--- config.mk ---
export PLATFORM = sky130hd
export DESIGN_NAME = rz_word_rx
export DESIGN_NICKNAME = d
export VERILOG_FILES = /design/src/rtl/rzrx_pkg.sv /design/src/rtl/rzrx_sync.sv /design/src/rtl/rzrx_slicer.sv /design/src/rtl/rzrx_gap_timer.sv /design/src/rtl/rz_word_rx.sv
export SDC_FILE = /design/constraint.sdc
export NUM_CORES = 1
export LEC_CHECK = 0
export BUFFER_PORTS_ARGS = -buffer_cell sky130_fd_sc_hd__buf_2
export CORE_MARGIN = 8
export CORE_UTILIZATION = 45
export CTS_CLUSTER_SIZE = 20
export DETAILED_ROUTE_END_ITERATION = 6
export PLACE_DENSITY = 0.7
export SYNTH_ARGS = -nofsm -noshare
export SYNTH_HDL_FRONTEND = slang
export SYNTH_SLANG_ARGS = --single-unit
--- constraint.sdc ---
create_clock -name clk -period 3.4 [get_ports clk]
set_input_delay 0 -clock clk [delete_from_list [all_inputs] [get_ports clk]]
set_output_delay 0 -clock clk [all_outputs]
set_load 0.01 [all_outputs]
--- src/rtl/rzrx_pkg.sv ---
package rzrx_pkg;

    // State of the two lines: pos high carries a one, neg high a zero
    typedef struct packed {
        logic pos;
        logic neg;
    } line_t;

    typedef enum logic {
        ST_WAIT_GAP = 1'b0,
        ST_ARMED    = 1'b1
    } arm_e;

    // Test inputs take over when either one is high; both high means null
    function automatic line_t pick_source(input line_t rx, input line_t tst);
        line_t r;
        if (tst.pos || tst.neg) begin
            r.pos = tst.pos & ~tst.neg;
            r.neg = tst.neg & ~tst.pos;
        end else begin
            r = rx;
        end
        return r;
    endfunction

endpackage

--- src/rtl/rzrx_sync.sv ---
module rzrx_sync #(
    parameter int W      = 1,
    parameter int STAGES = 2
) (
    input  logic         clk,
    input  logic         rst,
    input  logic [W-1:0] d,
    output logic [W-1:0] q
);
    logic [W-1:0] stg [STAGES];

    always_ff @(posedge clk) begin
        if (rst) begin
            for (int i = 0; i < STAGES; i++) stg[i] <= '0;
        end else begin
            stg[0] <= d;
            for (int i = 1; i < STAGES; i++) stg[i] <= stg[i-1];
        end
    end

    assign q = stg[STAGES-1];
endmodule

--- src/rtl/rzrx_slicer.sv ---
module rzrx_slicer
    import rzrx_pkg::*;
(
    input  logic  clk,
    input  logic  rst,
    input  line_t ln,
    output logic  active,
    output logic  bit_evt,
    output logic  bit_val
);
    logic active_q;

    assign active  = ln.pos | ln.neg;
    assign bit_evt = active & ~active_q;
    assign bit_val = ln.pos;

    always_ff @(posedge clk) begin
        if (rst) active_q <= 1'b0;
        else     active_q <= active;
    end


    bit_pulse_chk: assert property (@(posedge clk) disable iff (rst)
        bit_evt |=> !bit_evt);
endmodule

--- src/rtl/rzrx_gap_timer.sv ---
module rzrx_gap_timer #(
    parameter int GAP_CYCLES = 16
) (
    input  logic clk,
    input  logic rst,
    input  logic gclk_s,
    input  logic active,
    output logic gap
);
    localparam int GAP_W = $clog2(GAP_CYCLES + 1);
    localparam logic [GAP_W-1:0] LAST = GAP_W'(GAP_CYCLES - 1);
    localparam logic [GAP_W-1:0] FULL = GAP_W'(GAP_CYCLES);

    logic             gclk_q;
    logic             tick;
    logic [GAP_W-1:0] idle_cnt;

    assign tick = gclk_s & ~gclk_q;
    assign gap  = ~active & tick & (idle_cnt == LAST);

    always_ff @(posedge clk) begin
        if (rst) begin
            gclk_q   <= 1'b0;
            idle_cnt <= '0;
        end else begin
            gclk_q <= gclk_s;
            if (active)                     idle_cnt <= '0;
            else if (tick && idle_cnt != FULL) idle_cnt <= idle_cnt + 1'b1;
        end
    end


    gap_pulse_chk: assert property (@(posedge clk) disable iff (rst)
        gap |=> !gap);
endmodule

--- src/rtl/rz_word_rx.sv ---
module rz_word_rx
    import rzrx_pkg::*;
#(
    parameter int WORD_BITS   = 32,
    parameter int GAP_CYCLES  = 16,
    parameter int SYNC_STAGES = 2
) (
    input  logic                 clk,
    input  logic                 rst,
    input  logic                 line_pos,
    input  logic                 line_neg,
    input  logic                 test_pos,
    input  logic                 test_neg,
    input  logic                 gap_clk,
    input  logic                 par_en,
    output logic                 word_vld,
    output logic [WORD_BITS-1:0] word_data,
    output logic                 word_err
);
    localparam int CNT_W = $clog2(WORD_BITS + 2);
    localparam logic [CNT_W-1:0] CNT_FULL = CNT_W'(WORD_BITS);
    localparam logic [CNT_W-1:0] CNT_SAT  = CNT_W'(WORD_BITS + 1);
    localparam int N_SYNC = 6;

    logic [N_SYNC-1:0] raw_in, syn_in;
    line_t             rx_s, tst_s, src;
    logic              gclk_s, par_s;
    logic              active, bit_evt, bit_val, gap;

    arm_e                 arm;
    logic [WORD_BITS-1:0] shreg;
    logic [WORD_BITS-1:0] shaped;
    logic [CNT_W-1:0]     bit_cnt;

    assign raw_in = {par_en, gap_clk, test_neg, test_pos, line_neg, line_pos};

    rzrx_sync #(.W(N_SYNC), .STAGES(SYNC_STAGES)) sync_i (
        .clk(clk), .rst(rst), .d(raw_in), .q(syn_in)
    );

    assign rx_s   = '{pos: syn_in[0], neg: syn_in[1]};
    assign tst_s  = '{pos: syn_in[2], neg: syn_in[3]};
    assign gclk_s = syn_in[4];
    assign par_s  = syn_in[5];
    assign src    = pick_source(rx_s, tst_s);

    rzrx_slicer slicer_i (
        .clk(clk), .rst(rst), .ln(src),
        .active(active), .bit_evt(bit_evt), .bit_val(bit_val)
    );

    rzrx_gap_timer #(.GAP_CYCLES(GAP_CYCLES)) gap_i (
        .clk(clk), .rst(rst), .gclk_s(gclk_s), .active(active), .gap(gap)
    );

    // Top bit becomes the parity-error indicator when checking is enabled
    always_comb begin
        shaped = shreg;
        if (par_s) shaped[WORD_BITS-1] = ~(^shreg);
    end

    always_ff @(posedge clk) begin
        if (rst) begin
            arm       <= ST_WAIT_GAP;
            shreg     <= '0;
            bit_cnt   <= '0;
            word_vld  <= 1'b0;
            word_data <= '0;
            word_err  <= 1'b0;
        end else begin
            word_vld <= 1'b0;
            if (gap) begin
                if (arm == ST_ARMED) begin
                    word_vld  <= 1'b1;
                    word_data <= shaped;
                    word_err  <= (bit_cnt != CNT_FULL);
                end
                arm     <= ST_ARMED;
                shreg   <= '0;
                bit_cnt <= '0;
            end else if (bit_evt && arm == ST_ARMED) begin
                shreg <= {bit_val, shreg[WORD_BITS-1:1]};
                if (bit_cnt != CNT_SAT) bit_cnt <= bit_cnt + 1'b1;
            end
        end
    end


    vld_pulse_chk: assert property (@(posedge clk) disable iff (rst)
        word_vld |=> !word_vld);


    data_hold_chk: assert property (@(posedge clk) disable iff (rst)
        !word_vld |-> $stable(word_data));


    err_hold_chk: assert property (@(posedge clk) disable iff (rst)
        !word_vld |-> $stable(word_err));


    armed_first_chk: assert property (@(posedge clk) disable iff (rst)
        word_vld |-> $past(arm == ST_ARMED));
endmodule

==> impl_metrics.tcl <==
set metrics [dict create \
    place.port_buffers 41 \
    wl_per_cell_um 11.7 \
    period_minus_slack_ns 2.34 \
    ys_seq_area_share_pct 52.1 \
    crit_required_ns 3.70 \
    die_height_um 105 \
    routed_via_density 4.83 \
    place.gp.congestion 0.736 \
    antenna_found_initial 0 \
    cts_tree "yes" \
    dr.first_iter.drc_count 126 \
    worstSkewPairLatency_ns 0.35 \
    final_design_area_no_fill_um2 4070 \
    drtAntennaViolNets 0 \
    end_kind "flip-flop" \
    htreeDepth 3 \
    grt_pass1_vias 2652 \
    root_buffer "clkbuf_8" \
    outcome "completed" \
    fp.coreArea_um2 7690 \
    grt_max_degree 53 \
    postPlaceCellArea_um2 3800 \
    drc_errors 0 \
    clkPwrFrac_pct 40.5 \
    multi_input_area_um2 1580 \
    dp.cells 540 \
    fin_skew_ns 0.00571 \
    hold_violations 0 \
    synth-seq-cells 92 \
    syn2layout_area_growth_pct 15.0 \
    fin_tns_setup_ns 0 \
    powerDensity_nw_per_um2 467 \
    grt_first_pass_wirelength_um 11400 \
    syn_nets 431 \
    die_w_um 105 \
    syn-cell-area_um2 3530 \
    die-area_um2 10900 \
    period_share_pct 69.0 \
    clk_path_buf_depth 2 \
    nNetsFinal 469 \
    fmax_mhz 426 \
    p_leak_nw 1.50 \
    fin_cells 560 \
    totalPowerFinal_mw 1.90 \
    switching_share_pct 19.5 \
    peakVddDrop_mv 0.245 \
    synthCells 417 \
    vias 2704 \
    crit_type "flip-flop to flip-flop" \
    r2r_start "sync_i.stg[0][8]" \
    cap_violations 0 \
    pin_count 42 \
    cts_setup_buffers 0 \
    hold_class "input pin to flip-flop" \
    wirelength_um 6540 \
    slew_violations 0 \
    dp_hpwl_um 4290 \
    grt-ovfl-total 0 \
    finalSetupViolations 0 \
    pwr-share-seq_pct 57.3 \
    combPwrFrac_pct 2.2 \
    rsz0062_at_grt "false" \
    drive_gt1_share_pct 13.8 \
    switchingPower_uw 370 \
    cts.clk_slew.worst_paths_ns 0.08 \
    grtUsageTotal_pct 12.5 \
    regArea_um2 1840 \
    fin_ws_ns 1.06 \
    crit_path_start_kind "flip-flop" \
    cp_data_arrival_time_ns 2.64 \
    startpoint "sync_i.stg[0][8]" \
    min_from "rst" \
    crit_fanout 32 \
    post-place-ws_ns 1.05 \
    tightest_slew_ns 0.996 \
    start_util_pct 46.0 \
    dr.pass1.iters 4 \
    cts_sinks 92 \
    n_antenna_cell 0 \
    synth_cell_type_count 30 \
    p_int_mw 1.53 \
    nFillCells 749 \
    yosysWarnings 0 \
    maxSlewHeadroom_pct 33.5 \
    syn_avg_cell_area_um2 8.48 \
    cts_buffers 9 \
    std_cell_rows 32 \
]
[worst max-delay path: stages, from the launching register on]
cell	delay, ns
dfxtp_1	0.33
nor4_1	0.46
or2_2	0.23
and3_1	0.19
nand2_1	0.58
nor2_1	0.32
a31o_2	0.18
[state kept, by name (all words and copies together), names as in the netlist]
register,flops
word_err,1
arm,1
gap_i.idle_cnt,5
word_vld,1
word_data,32
slicer_i.active_q,1
sync_i.stg,12
shreg,32
gap_i.gclk_q,1
bit_cnt,6
[metal layers]
layer | part of all wire [%] | GRT usage (%)
met2 | 48 | 21.5
met3 | 4.7 | 3.75
met5 | 0 | 0
met1 | 45 | 13.3
met4 | 2.0 | 7.24
[path summary, 6_finish.rpt]
| check | slack, ns | end | cells after the start |
|---|---|---|---|
| worst max-delay path | 1.06 | word_data[31] | 6 |
| worst min-delay path | 0.23 | arm | 2 |
| worst max register to register | 1.06 | word_data[31] | 6 |
| worst min register to register | 0.44 | sync_i.stg[0][8] | 1 |
[per-stage QoR]
stage / utilization, % / hold WS (ns)
global placement: 49.4 / 0.206
CTS: 52.9 / 0.243
global route: 52.9 / 0.305
floorplan: - / 0.0841
detailed placement: 49.4 / 0.212
finish: 52.9 / 0.235
[power groups by stage]
| stage | combinational (mW) | clock, mW | sequential [mW] |
|---|---|---|---|
| final | 0.0416 | 0.769 | 1.09 |
| after global routing | 0.0466 | 0.835 | 1.09 |
| after CTS | 0.0423 | 0.795 | 1.09 |
| after detailed placement | 0.0367 | 0 | 1.11 |
| after global placement | 0.0358 | 0 | 1.11 |
| after floorplan | 0.0281 | 0 | 1.11 |
[what timing repair did]
item,in CTS,in global routing
resized for setup,0,0
hold buffers,6,0
endpoints found under the hold margin,6,0
[final cells by class]
type | count | share of cell area (%)
flip-flops and latches | 92 | 45.3
multi-input cells | 296 | 38.9
repair buffers | 50 | 7.08
clock buffers | 12 | 3.57
well taps | 102 | 3.14
clock inverters | 2 | 1.48
inverters | 6 | 0.554
[cells in the mapped netlist, drive strengths merged]
| library cell | instances | share of area [%] |
|---|---|---|
| nand2 | 128 | 14 |
| dfxtp | 92 | 52 |
| a21oi | 65 | 9.5 |
| xnor2 | 29 | 7.2 |
| nor2 | 18 | 1.9 |
| clkbuf | 16 | 1.7 |
| nor2b | 14 | 2.5 |
| xor2 | 9 | 2.2 |
| buf | 7 | 0.99 |
| ha | 6 | 2.1 |
| inv | 6 | 0.64 |
| nand2b | 3 | 0.53 |
| nand4 | 3 | 0.71 |
| and3 | 2 | 0.35 |
| mux2i | 2 | 0.57 |
| nor3 | 2 | 0.28 |
| o21ai | 2 | 0.28 |
| or2 | 2 | 0.35 |
| or3 | 2 | 0.35 |
| a211oi | 1 | 0.21 |
| a311oi | 1 | 0.25 |
| a31o | 1 | 0.25 |
| and2 | 1 | 0.25 |
| and4 | 1 | 0.25 |
| nand3 | 1 | 0.14 |
| nor4 | 1 | 0.18 |
| nor4b | 1 | 0.25 |
| o41a | 1 | 0.32 |
[placed cells by master, fill, tap and decap left out, drive strengths merged]
cell	netlist	routed
nor4	1	1
dfxtp	92	92
o41a	1	1
inv	6	6
xnor2	29	29
o21ai	2	2
nor2	18	18
nand2b	3	3
a21oi	65	65
and4	1	1
a211oi	1	1
and2	1	1
nor2b	14	14
nand2	128	128
nor3	2	2
bufinv	0	2
a31o	1	1
or3	2	2
ha	6	6
nand3	1	1
dlygate4sd3	0	6
buf	7	44
clkbuf	16	12
nand4	3	3
a311oi	1	1
mux2i	2	2
xor2	9	9
and3	2	2
nor4b	1	1
or2	2	2
[logic make-up (layout without fill, tap and decap cells)]
family          after synthesis  after routing  synth area share, %
buf+inv                      29             70                 3.33
flops                        92             92                 52.1
xor+xnor                     38             38                 9.42
mux                           2              2                0.566
simple gates                179            179                 21.6
compound gates               71             71                 10.8
fa+ha+maj                     6              6                 2.12
Power figures use the tool's default switching activity.
